File: src/rtl/spi_regport_pkg.sv
// Package: shared constants and types for the SPI register access frontend.
package spi_regport_pkg;
    localparam int DATA_W = 8;
    localparam int ADDR_W = 16;

    localparam logic [2:0] CMD_READ      = 3'b010;
    localparam logic [2:0] CMD_READ_WAIT = 3'b011;
    localparam logic [2:0] CMD_WRITE     = 3'b100;
    localparam logic [2:0] CMD_EXTEND    = 3'b110;

    typedef enum logic [2:0] {ST_H0, ST_H1, ST_H2, ST_DUMMY, ST_DATA} hdr_state_t;
    typedef enum logic [1:0] {OP_NONE, OP_RD, OP_WR} op_t;
endpackage

File: src/rtl/spi_pin_sync.sv
// Module: spi_pin_sync
// Brings the asynchronous SPI pins into the system clock domain and
// derives one-cycle edge pulses for the clock and chip select.
// Assumes: SCLK half period is several system clocks long.
module spi_pin_sync #(
    parameter int STAGES = 2
) (
    input  logic clk,
    input  logic rst_n,
    input  logic sclk,
    input  logic cs_n,
    input  logic mosi,
    output logic sclk_rise,
    output logic sclk_fall,
    output logic cs_start,
    output logic cs_active,
    output logic mosi_s
);
    logic [STAGES-1:0] sck_sr, cs_sr, dat_sr;
    logic              sck_prev, cs_prev;

    // Purpose: synchroniser chains plus previous-value registers for edges.
    always_ff @(posedge clk) begin
        if (!rst_n) begin
            sck_sr   <= '0;
            cs_sr    <= '1;
            dat_sr   <= '0;
            sck_prev <= 1'b0;
            cs_prev  <= 1'b1;
        end else begin
            sck_sr   <= {sck_sr[STAGES-2:0], sclk};
            cs_sr    <= {cs_sr[STAGES-2:0], cs_n};
            dat_sr   <= {dat_sr[STAGES-2:0], mosi};
            sck_prev <= sck_sr[STAGES-1];
            cs_prev  <= cs_sr[STAGES-1];
        end
    end

    assign sclk_rise = sck_sr[STAGES-1] & ~sck_prev;
    assign sclk_fall = ~sck_sr[STAGES-1] & sck_prev;
    assign cs_start  = ~cs_sr[STAGES-1] & cs_prev;
    assign cs_active = ~cs_sr[STAGES-1];
    assign mosi_s    = dat_sr[STAGES-1];
endmodule

File: src/rtl/spi_byte_shifter.sv
// Module: spi_byte_shifter
// Assembles received bits into bytes (sampled on SCLK rise, MSB first)
// and shifts the transmit byte out on SCLK fall. The fall right after a
// byte boundary does not shift, because a new byte is loaded there instead.
// Assumes: tx_load arrives before that fall.
module spi_byte_shifter
    import spi_regport_pkg::*;
(
    input  logic              clk,
    input  logic              rst_n,
    input  logic              active,
    input  logic              rise,
    input  logic              fall,
    input  logic              din,
    input  logic              tx_load,
    input  logic [DATA_W-1:0] tx_data,
    output logic              byte_done,
    output logic [DATA_W-1:0] rx_byte,
    output logic              miso
);
    localparam int CNT_W = $clog2(DATA_W);
    localparam logic [CNT_W-1:0] LAST_BIT = CNT_W'(DATA_W - 1);

    logic [CNT_W-1:0]  bit_cnt;
    logic [DATA_W-2:0] rx_sh;
    logic [DATA_W-1:0] tx_sh;
    logic              skip_q;

    // Purpose: receive shift, bit count, byte-done pulse and skip flag.
    always_ff @(posedge clk) begin
        if (!rst_n) begin
            bit_cnt   <= '0;
            rx_sh     <= '0;
            rx_byte   <= '0;
            byte_done <= 1'b0;
            skip_q    <= 1'b0;
        end else begin
            byte_done <= 1'b0;
            if (!active) begin
                bit_cnt <= '0;
                skip_q  <= 1'b0;
            end else if (rise) begin
                rx_sh   <= {rx_sh[DATA_W-3:0], din};
                bit_cnt <= bit_cnt + 1'b1;
                if (bit_cnt == LAST_BIT) begin
                    byte_done <= 1'b1;
                    rx_byte   <= {rx_sh, din};
                    skip_q    <= 1'b1;
                end
            end else if (fall) begin
                skip_q <= 1'b0;
            end
        end
    end

    // Purpose: transmit register, loaded by the controller, shifted on fall.
    always_ff @(posedge clk) begin
        if (!rst_n)
            tx_sh <= '0;
        else if (tx_load)
            tx_sh <= tx_data;
        else if (active && fall && !skip_q)
            tx_sh <= {tx_sh[DATA_W-2:0], 1'b0};
    end

    assign miso = active & tx_sh[DATA_W-1];

    a_r2_done_single: assert property (@(posedge clk) disable iff (!rst_n)
        byte_done |=> !byte_done);
    a_r10_miso_hold: assert property (@(posedge clk) disable iff (!rst_n)
        (active && !fall && !tx_load) |=> (!active || $stable(miso)));
endmodule

File: src/rtl/spi_access_ctrl.sv
// Module: spi_access_ctrl
// Decodes the header bytes and selects the status byte or read data to
// send. Issues register port strobes and advances the address after each
// access. Assumes: read data is valid the cycle after bus_rd, and bytes
// arrive many cycles apart.
module spi_access_ctrl
    import spi_regport_pkg::*;
(
    input  logic                clk,
    input  logic                rst_n,
    input  logic                active,
    input  logic                cs_start,
    input  logic                byte_done,
    input  logic [DATA_W-1:0]   rx_byte,
    input  logic [3*DATA_W-1:0] irq_status,
    input  logic [DATA_W-1:0]   bus_rdata,
    output logic                tx_load,
    output logic [DATA_W-1:0]   tx_data,
    output logic [ADDR_W-1:0]   bus_addr,
    output logic [DATA_W-1:0]   bus_wdata,
    output logic                bus_wr,
    output logic                bus_rd
);
    hdr_state_t        state_q;
    op_t               op_q;
    logic [DATA_W-1:0] hdr_hi_q;
    logic [ADDR_W-1:0] addr_q;
    logic              rd_q, wr_q, rd_d1_q;
    logic [2:0]        cmd;

    assign cmd = rx_byte[2:0];

    // Purpose: choose what is loaded into the transmit register and when.
    always_comb begin
        tx_load = 1'b0;
        tx_data = '0;
        if (cs_start) begin
            tx_load = 1'b1;
            tx_data = irq_status[DATA_W-1:0];
        end else if (byte_done && active) begin
            tx_load = 1'b1;
            if (state_q == ST_H0)
                tx_data = irq_status[2*DATA_W-1:DATA_W];
            else if (state_q == ST_H1 && cmd == CMD_EXTEND)
                tx_data = irq_status[3*DATA_W-1:2*DATA_W];
        end else if (rd_d1_q && active) begin
            tx_load = 1'b1;
            tx_data = bus_rdata;
        end
    end

    // Purpose: header state machine, access strobes and address counter.
    always_ff @(posedge clk) begin
        if (!rst_n) begin
            state_q   <= ST_H0;
            op_q      <= OP_NONE;
            hdr_hi_q  <= '0;
            addr_q    <= '0;
            bus_wdata <= '0;
            rd_q      <= 1'b0;
            wr_q      <= 1'b0;
            rd_d1_q   <= 1'b0;
        end else begin
            rd_q    <= 1'b0;
            wr_q    <= 1'b0;
            rd_d1_q <= rd_q;
            if (rd_q || wr_q)
                addr_q <= addr_q + 1'b1;
            if (!active) begin
                state_q <= ST_H0;
                op_q    <= OP_NONE;
            end else if (byte_done) begin
                case (state_q)
                    ST_H0: begin
                        hdr_hi_q <= rx_byte;
                        state_q  <= ST_H1;
                    end
                    ST_H1, ST_H2: begin
                        if (state_q == ST_H1)
                            addr_q <= {3'b000, hdr_hi_q, rx_byte[7:3]};
                        else
                            addr_q <= {rx_byte[7:5], addr_q[ADDR_W-4:0]};
                        if (state_q == ST_H1 && cmd == CMD_EXTEND) begin
                            state_q <= ST_H2;
                        end else begin
                            state_q <= ST_DATA;
                            case (cmd)
                                CMD_READ:      begin op_q <= OP_RD; rd_q <= 1'b1; end
                                CMD_READ_WAIT: begin op_q <= OP_RD; state_q <= ST_DUMMY; end
                                CMD_WRITE:     op_q <= OP_WR;
                                default:       op_q <= OP_NONE;
                            endcase
                        end
                    end
                    ST_DUMMY: begin
                        rd_q    <= 1'b1;
                        state_q <= ST_DATA;
                    end
                    default: begin
                        if (op_q == OP_RD)
                            rd_q <= 1'b1;
                        if (op_q == OP_WR) begin
                            wr_q      <= 1'b1;
                            bus_wdata <= rx_byte;
                        end
                    end
                endcase
            end
        end
    end

    assign bus_addr = addr_q;
    assign bus_rd   = rd_q;
    assign bus_wr   = wr_q;

    a_r11_strobe_excl: assert property (@(posedge clk) disable iff (!rst_n)
        !(rd_q && wr_q));
    a_r11_addr_step: assert property (@(posedge clk) disable iff (!rst_n)
        (rd_q || wr_q) |=> addr_q == $past(addr_q) + 16'd1);
    a_r8_no_access_idle: assert property (@(posedge clk) disable iff (!rst_n)
        (op_q == OP_NONE && state_q == ST_DATA) |-> !rd_q && !wr_q);
    a_r9_abort_quiet: assert property (@(posedge clk) disable iff (!rst_n)
        !active |=> !rd_q && !wr_q);
endmodule

File: src/rtl/spi_regport_slave.sv
// Module: spi_regport_slave (top)
// An SPI mode 0 slave. It decodes a 2- or 3-byte address/command header,
// returns interrupt status during the header, and then reads or writes
// bytes on a simple register port with automatic address increment.
// Assumes: the SCLK half period is at least 8 system clock cycles.
module spi_regport_slave
    import spi_regport_pkg::*;
#(
    parameter int SYNC_STAGES = 2
) (
    input  logic                clk,
    input  logic                rst_n,
    input  logic                sclk,
    input  logic                cs_n,
    input  logic                mosi,
    output logic                miso,
    input  logic [3*DATA_W-1:0] irq_status,
    output logic [ADDR_W-1:0]   bus_addr,
    output logic [DATA_W-1:0]   bus_wdata,
    output logic                bus_wr,
    output logic                bus_rd,
    input  logic [DATA_W-1:0]   bus_rdata
);
    logic              rise, fall, cs_start, active, din, byte_done, tx_load;
    logic [DATA_W-1:0] rx_byte, tx_data;

    spi_pin_sync #(.STAGES(SYNC_STAGES)) u_sync (
        .clk(clk), .rst_n(rst_n), .sclk(sclk), .cs_n(cs_n), .mosi(mosi),
        .sclk_rise(rise), .sclk_fall(fall), .cs_start(cs_start),
        .cs_active(active), .mosi_s(din)
    );

    spi_byte_shifter u_shift (
        .clk(clk), .rst_n(rst_n), .active(active), .rise(rise), .fall(fall),
        .din(din), .tx_load(tx_load), .tx_data(tx_data),
        .byte_done(byte_done), .rx_byte(rx_byte), .miso(miso)
    );

    spi_access_ctrl u_ctrl (
        .clk(clk), .rst_n(rst_n), .active(active), .cs_start(cs_start),
        .byte_done(byte_done), .rx_byte(rx_byte), .irq_status(irq_status),
        .bus_rdata(bus_rdata), .tx_load(tx_load), .tx_data(tx_data),
        .bus_addr(bus_addr), .bus_wdata(bus_wdata), .bus_wr(bus_wr),
        .bus_rd(bus_rd)
    );
endmodule

File: config.mk
export PLATFORM = sky130hd
export DESIGN_NAME = spi_regport_slave
export DESIGN_NICKNAME = d
export VERILOG_FILES = /design/src/rtl/spi_regport_pkg.sv /design/src/rtl/spi_pin_sync.sv /design/src/rtl/spi_byte_shifter.sv /design/src/rtl/spi_access_ctrl.sv /design/src/rtl/spi_regport_slave.sv
export SDC_FILE = /design/constraint.sdc
export NUM_CORES = 1
export LEC_CHECK = 0
export BUFFER_PORTS_ARGS = -buffer_cell sky130_fd_sc_hd__buf_4
export CAP_MARGIN = 20
export CORE_UTILIZATION = 45
export CTS_CLUSTER_SIZE = 25
export DETAILED_ROUTE_END_ITERATION = 6
export PLACE_DENSITY = 0.77
export SYNTH_ARGS = -nofsm -noshare
export SYNTH_HDL_FRONTEND = slang
export SYNTH_SLANG_ARGS = --single-unit
File: constraint.sdc
create_clock -name clk -period 3.2 [get_ports clk]
set_clock_uncertainty 0.05 [all_clocks]
set_input_delay 0.96 -clock clk [delete_from_list [all_inputs] [get_ports clk]]
set_output_delay 0.96 -clock clk [all_outputs]
set_load 0.005 [all_outputs]
==> impl_metrics.env, run 1 <==
export IMPL_area_growth_synth_to_final_pct=18.2
export IMPL_n_antenna_cell=0
export IMPL_max_cap_violations=0
export IMPL_final_nets=522
export IMPL_timing_setup_critical_path_class="reg -> out"
export IMPL_final_setup_tns_ps=0
export IMPL_final_common_cell="dfxtp_1"
export IMPL_drt_drc_violations_left=0
export IMPL_synthesis_yosys_warnings=0
export IMPL_cp_data_arrival_time_ps=1520
export IMPL_outcome="complete, no violations"
export IMPL_dieHeight_um=92.3
export IMPL_synth_area_per_cell_um2=8.47
export IMPL_via_per_inst=5.75
export IMPL_finalWeightedCongestion=0.860
export IMPL_tritoncts_num_sinks=76
export IMPL_wl_per_cell_um=15.1
export IMPL_grt_util_met3_pct=4.31
export IMPL_dieArea_mm2=0.00851
export IMPL_global_route_usage_met2_pct=34.8
export IMPL_dp_slack_ps=942
export IMPL_synth_nets=473
export IMPL_final_hold_viol_count=0
export IMPL_drive_gt1_share_pct=18.5
export IMPL_chipWidth_um=92.3
export IMPL_timing_max_transition_violations_final=0
export IMPL_worst_slack_ps=669
export IMPL_cts_setup_buffers=0
export IMPL_groute_layer_met1_usage_pct=27.2
export IMPL_regToRegSetupSlack_ps=920
export IMPL_p_leak_nw=1.64
export IMPL_antenna_left=0
export IMPL_element_type_at_the_critical_path_end="output port"
export IMPL_via_count=3389
export IMPL_port_buffer_count=63
export IMPL_h_tree_depth=3
export IMPL_timing_worst_slew_pin_value_ps=891
export IMPL_rows=32
export IMPL_clkSlewWorstSetupHoldPaths_ps=70
export IMPL_synth_ff_latch_count=76
export IMPL_max_fanout_on_critical_path=26
export IMPL_cts_tree="built"
export IMPL_asyncSetResetFlopFracSynth_pct=0
export IMPL_initial_utilization_pct=47.0
export IMPL_grt_util_all_layers_pct=22.0
export IMPL_grt_setup_unrepaired="no"
export IMPL_wire_length_of_the_first_global_routing_pass_mm=14.8
export IMPL_post_synth_instance_area_mm2=0.00367
export IMPL_final_setup_viol_count=0
export IMPL_core_region_area_mm2=0.00781
export IMPL_cts_root_buffer_cell="clkbuf_8"
export IMPL_power_total_mw=1.81
export IMPL_cts_resized=0
export IMPL_irDropWorstVdd_v=0.000202
export IMPL_postRouteWirelength_mm=8.92
export IMPL_final_min_period_over_clock_period_pct=79.1
export IMPL_cts_max_path_buffers=2
export IMPL_final_cell_mix="dfxtp_1 (76), buf_4 (65), nand2_1 (56)"
export IMPL_antenna_found_initial=0
export IMPL_drt_initial_drc_count=261
export IMPL_number_of_flops_mapped_to_enable_cells_by_yosys=0
export IMPL_io_count=64
export IMPL_worstPathRequired_ps=2190
export IMPL_relSlewSlack_pct=40.5
export IMPL_postSynthCellCount=433
export IMPL_layer_with_the_highest_usage="met2"
export IMPL_globalRouteOverflowTotal=0
export IMPL_final_min_clock_period_ps=2530
export IMPL_power_per_cell_area_mw_per_mm2=417
export IMPL_clkLatencyLatePin_ps=350
export IMPL_synth_cell_types=64
export IMPL_cts_inserted_buffers=9
export IMPL_synth_ff_type="dfxtp_1"
export IMPL_first_global_vias=3178
export IMPL_detail_route_first_pass_iterations=5
export IMPL_timing_fmax_mhz=395
export IMPL_dpl_hpwl_mm=6.29
export IMPL_postCtsHoldBufs=0
export IMPL_hold_path_class="reg -> reg"
export IMPL_grt_max_degree=43
export IMPL_critPathLaunchType="flip-flop"
export IMPL_final_fill_count=743
export IMPL_yosysSeqAreaShare_pct=41.5
[cell usage after synthesis, types with 7 or more instances]
| cell | instances | area (µm²) |
|---|---|---|
| nor2_1 | 41 | 154 |
| nand2b_1 | 15 | 93.8 |
| mux2i_1 | 17 | 170 |
| nand3_1 | 14 | 70.1 |
| a21o_1 | 7 | 52.6 |
| o21ai_0 | 19 | 95.1 |
| dfxtp_1 | 76 | 1520 |
| clkbuf_1 | 9 | 33.8 |
| nor3_1 | 13 | 65.1 |
| a21oi_1 | 36 | 180 |
| nand2_1 | 56 | 210 |
| nor2b_1 | 7 | 43.8 |
| buf_2 | 9 | 45.0 |
| inv_1 | 7 | 26.3 |
| and2_1 | 9 | 56.3 |
| a31oi_1 | 9 | 56.3 |
[cell type report]
cell class / count / area [µm²] / area share (%)
Clock inverter: 7 / 85.1 / 1.96
Timing Repair Buffer: 65 / 488 / 11.3
Sequential cell: 76 / 1520 / 35.1
Clock buffer: 9 / 124 / 2.86
Inverter: 9 / 33.8 / 0.780
Tap cell: 102 / 128 / 2.95
Multi-Input combinational cell: 321 / 1950 / 45.1
[where the power goes]
part / leakage, nW / switching (mW) / internal, mW / total (mW)
Sequential: 0.614 / 0.00839 / 0.953 / 0.962
Combinational: 0.914 / 0.0319 / 0.0426 / 0.0745
Clock: 0.108 / 0.389 / 0.380 / 0.769
Total: 1.64 / 0.430 / 1.38 / 1.81
[path summary, 6_finish.rpt]
kind	from	end	depth (start not counted)
worst max-delay path	u_sync.cs_sr[1]$_SDFF_PN1_	miso	2
worst max register to register	u_sync.cs_sr[1]$_SDFF_PN1_	u_ctrl.bus_addr[8]$_SDFFE_PN0P_	5
worst min register to register	u_sync.cs_sr[0]$_SDFF_PN1_	u_sync.cs_sr[1]$_SDFF_PN1_	1
worst min-delay path	u_sync.cs_sr[0]$_SDFF_PN1_	u_sync.cs_sr[1]$_SDFF_PN1_	1
[logic make-up (layout without fill, tap and decap cells)]
family,after synthesis,count (layout),share of synthesized area [%]
compound gates,119,119,21.7
xor+xnor,5,5,1.19
fa+ha+maj,3,3,1.02
buf+inv,36,90,5.26
flops,76,76,41.5
mux,17,17,4.64
simple gates,177,177,24.6
[critical path: stages, from the launching register on]
cell     delay [ps]
dfxtp_1         910
nor2b_1         100
buf_4           170
[routing by layer]
metal	up-vias	part of all wire, %
li1	1645	-
met1	1613	45
met2	110	48
met3	21	5.4
met4	0	2.5
met5	-	0
[flip-flops by register name, indices dropped and copies added (netlist names), 2 cells and up]
name	cells
u_ctrl.bus_addr	16
u_shift.rx_sh	7
u_shift.bit_cnt	3
u_ctrl.bus_wdata	8
u_ctrl.state_q	3
u_sync.dat_sr	2
u_ctrl.hdr_hi_q	8
u_ctrl.op_q	2
u_shift.rx_byte	8
u_shift.tx_sh	8
u_sync.sck_sr	2
u_sync.cs_sr	2
[per-stage QoR]
stage,hold slack (ps),cells,utilization (%),cell area [µm²]
global route,404,589,55.5,4330
finish,361,589,55.5,4330
CTS,365,589,55.5,4330
detailed placement,346,573,52.8,4120
floorplan,336,433,-,3670
global placement,341,573,52.8,4120
Power figures use the tool's default switching activity.
==> run 2, diff against run 1 <==
--- a/config.mk
+++ b/config.mk
@@ -10,7 +10,7 @@
 export CORE_UTILIZATION = 45
 export CTS_CLUSTER_SIZE = 25
 export DETAILED_ROUTE_END_ITERATION = 6
-export PLACE_DENSITY = 0.77
+export PLACE_DENSITY = 0.8
 export SYNTH_ARGS = -nofsm -noshare
 export SYNTH_HDL_FRONTEND = slang
 export SYNTH_SLANG_ARGS = --single-unit
==> constraint.sdc (replaced) <==
create_clock -name clk -period 2.3 [get_ports clk]
set_clock_uncertainty 0.05 [all_clocks]
set_input_delay 0.69 -clock clk [delete_from_list [all_inputs] [get_ports clk]]
set_output_delay 0.69 -clock clk [all_outputs]
set_load 0.005 [all_outputs]
==> impl_metrics.env, run 2 (synthesis results as in run 1) <==
export IMPL_core_region_area_mm2=0.00781
export IMPL_switching_share_pct=22.4
export IMPL_area_growth_synth_to_final_pct=18.7
export IMPL_final_hold_viol_count=0
export IMPL_final_min_period_over_clock_period_pct=92.5
export IMPL_timing_max_transition_violations_final=0
export IMPL_relSlewSlack_pct=53.3
export IMPL_cp_slowest_cell="and3_1"
export IMPL_h_tree_depth=3
export IMPL_drive_gt1_share_pct=19.1
export IMPL_net_switching_power_mw=0.545
export IMPL_grt_max_degree=43
export IMPL_grt_util_all_layers_pct=21.1
export IMPL_power_frac_seq_pct=54.9
export IMPL_finalCoreUtilization_pct=55.7
export IMPL_final_setup_viol_count=0
export IMPL_clkSlewWorstSetupHoldPaths_ps=80
export IMPL_tritoncts_num_sinks=76
export IMPL_final_nets=527
export IMPL_finalWeightedCongestion=0.867
export IMPL_cts_inserted_buffers=9
export IMPL_initial_utilization_pct=47.0
export IMPL_crit_path_max_incr_delay_ps=550
export IMPL_detail_route_first_pass_iterations=6
export IMPL_pwr_share_clk_pct=40.7
export IMPL_p_leak_nw=1.65
export IMPL_max_fanout_on_critical_path=15
export IMPL_worstHoldPathCells=1
export IMPL_regToRegSetupSlack_ps=170
export IMPL_largest_register_ff_count=16
export IMPL_cts_tree="built"
export IMPL_irDropWorstVdd_v=0.000244
export IMPL_drt_initial_drc_count=243
export IMPL_final_fill_count=732
export IMPL_cp_data_arrival_time_ps=2300
export IMPL_max_cap_violations=0
export IMPL_cts_resized=0
export IMPL_port_buffer_count=63
export IMPL_critPathLaunchType="flip-flop"
export IMPL_cts_max_path_buffers=2
export IMPL_clkLatencyLatePin_ps=350
export IMPL_rows=32
export IMPL_element_type_at_the_critical_path_end="flip-flop"
export IMPL_antenna_left=0
export IMPL_dieHeight_um=92.3
export IMPL_via_per_inst=5.63
export IMPL_chipWidth_um=92.3
export IMPL_globalRouteOverflowTotal=0
export IMPL_drt_drc_violations_left=0
export IMPL_reg2reg_depth=6
export IMPL_postCtsHoldBufs=0
export IMPL_cts_setup_buffers=0
export IMPL_n_antenna_cell=0
export IMPL_grt_setup_unrepaired="no"
export IMPL_io_count=64
export IMPL_outcome="complete, no violations"
export IMPL_combinational_power_share_pct=4.4
export IMPL_antenna_found_initial=0
export IMPL_timing_setup_critical_path_class="reg -> reg"
export IMPL_dpl_hpwl_mm=6.27
export IMPL_wire_length_of_the_first_global_routing_pass_mm=14.2
export IMPL_final_min_clock_period_ps=2130
export IMPL_power_per_cell_area_mw_per_mm2=559
export IMPL_hold_path_class="reg -> reg"
export IMPL_multiInputGateArea_mm2=0.00195
export IMPL_dieArea_mm2=0.00851
export IMPL_final_setup_tns_ps=0
export IMPL_p_int_mw=1.89
export IMPL_final_cell_mix="dfxtp_1 (76), buf_4 (70), nand2_1 (56)"
export IMPL_wl_per_cell_um=14.6
export IMPL_postRouteWirelength_mm=8.69
export IMPL_first_global_vias=3124
export IMPL_worstPathCellList="nor3b_4 -> and3_1 -> buf_4 -> nor3_1 -> o21ai_0 -> a21oi_1"
export IMPL_sequential_cell_area_mm2=0.00152
export IMPL_via_count=3346
export IMPL_timing_fmax_mhz=470
export IMPL_cts_root_buffer_cell="clkbuf_8"
export IMPL_timing_worst_slew_pin_value_ps=695
export IMPL_final_common_cell="dfxtp_1"
export IMPL_worstPathRequired_ps=2470
==> run 2: path summary, 6_finish.rpt <==
check                                                  start                               to
worst min register to register    u_sync.cs_sr[0]$_SDFF_PN1_       u_sync.cs_sr[1]$_SDFF_PN1_
worst min-delay path              u_sync.cs_sr[0]$_SDFF_PN1_       u_sync.cs_sr[1]$_SDFF_PN1_
worst max register to register  u_shift.byte_done$_SDFF_PP0_  u_ctrl.bus_addr[7]$_SDFFE_PN0P_
worst max-delay path            u_shift.byte_done$_SDFF_PP0_  u_ctrl.bus_addr[7]$_SDFFE_PN0P_
==> run 2: layout make-up <==
cell class / instances / area share (%)
tap: 102 / 2.93
clock inverter: 6 / 1.47
clock buffer: 10 / 2.93
multi-input combinational: 321 / 44.9
inverter: 9 / 0.776
sequential: 76 / 35.0
timing repair buffer: 70 / 12.1
==> run 2: worst max-delay path: cells and delay by family, from the launching register on <==
kind	cells	cell delay (ps)
flip-flops	1	510
AO/OA/AOI/OAI	2	300
buffers and inverters	1	230
AND/OR/NAND/NOR	3	900
==> run 2: metrics by stage <==
| stage | worst slack (ps) | power (mW) | instance area, µm² | hold slack (ps) | cells |
|---|---|---|---|---|---|
| 2_1_floorplan | 674 | 1.41 | 3670 | 336 | 433 |
| 3_3_place_gp | 365 | 1.47 | 4160 | 341 | 578 |
| 3_5_place_dp | 253 | 1.47 | 4160 | 349 | 578 |
| 4_1_cts | 146 | 2.46 | 4350 | 367 | 594 |
| 5_1_grt | 32.5 | 2.53 | 4350 | 407 | 594 |
| 6_report | 172 | 2.43 | 4350 | 361 | 594 |
==> run 2: power groups by stage <==
stage / clock (mW) / sequential, mW / combinational (mW)
floorplan: 0 / 1.36 / 0.0498
global route: 1.07 / 1.34 / 0.116
detailed placement: 0 / 1.37 / 0.107
finish: 0.990 / 1.34 / 0.107
global placement: 0 / 1.37 / 0.105
CTS: 1.02 / 1.34 / 0.108
==> run 2: per-layer routing <==
metal	wire length (µm)	vias up	share of wire, %	global-route usage [%]
li1	-	1646	-	-
met1	3950	1596	45	25.2
met2	4130	89	48	36.6
met3	485	15	5.6	5.47
met4	125	0	1.4	6.90
met5	0	-	0	0
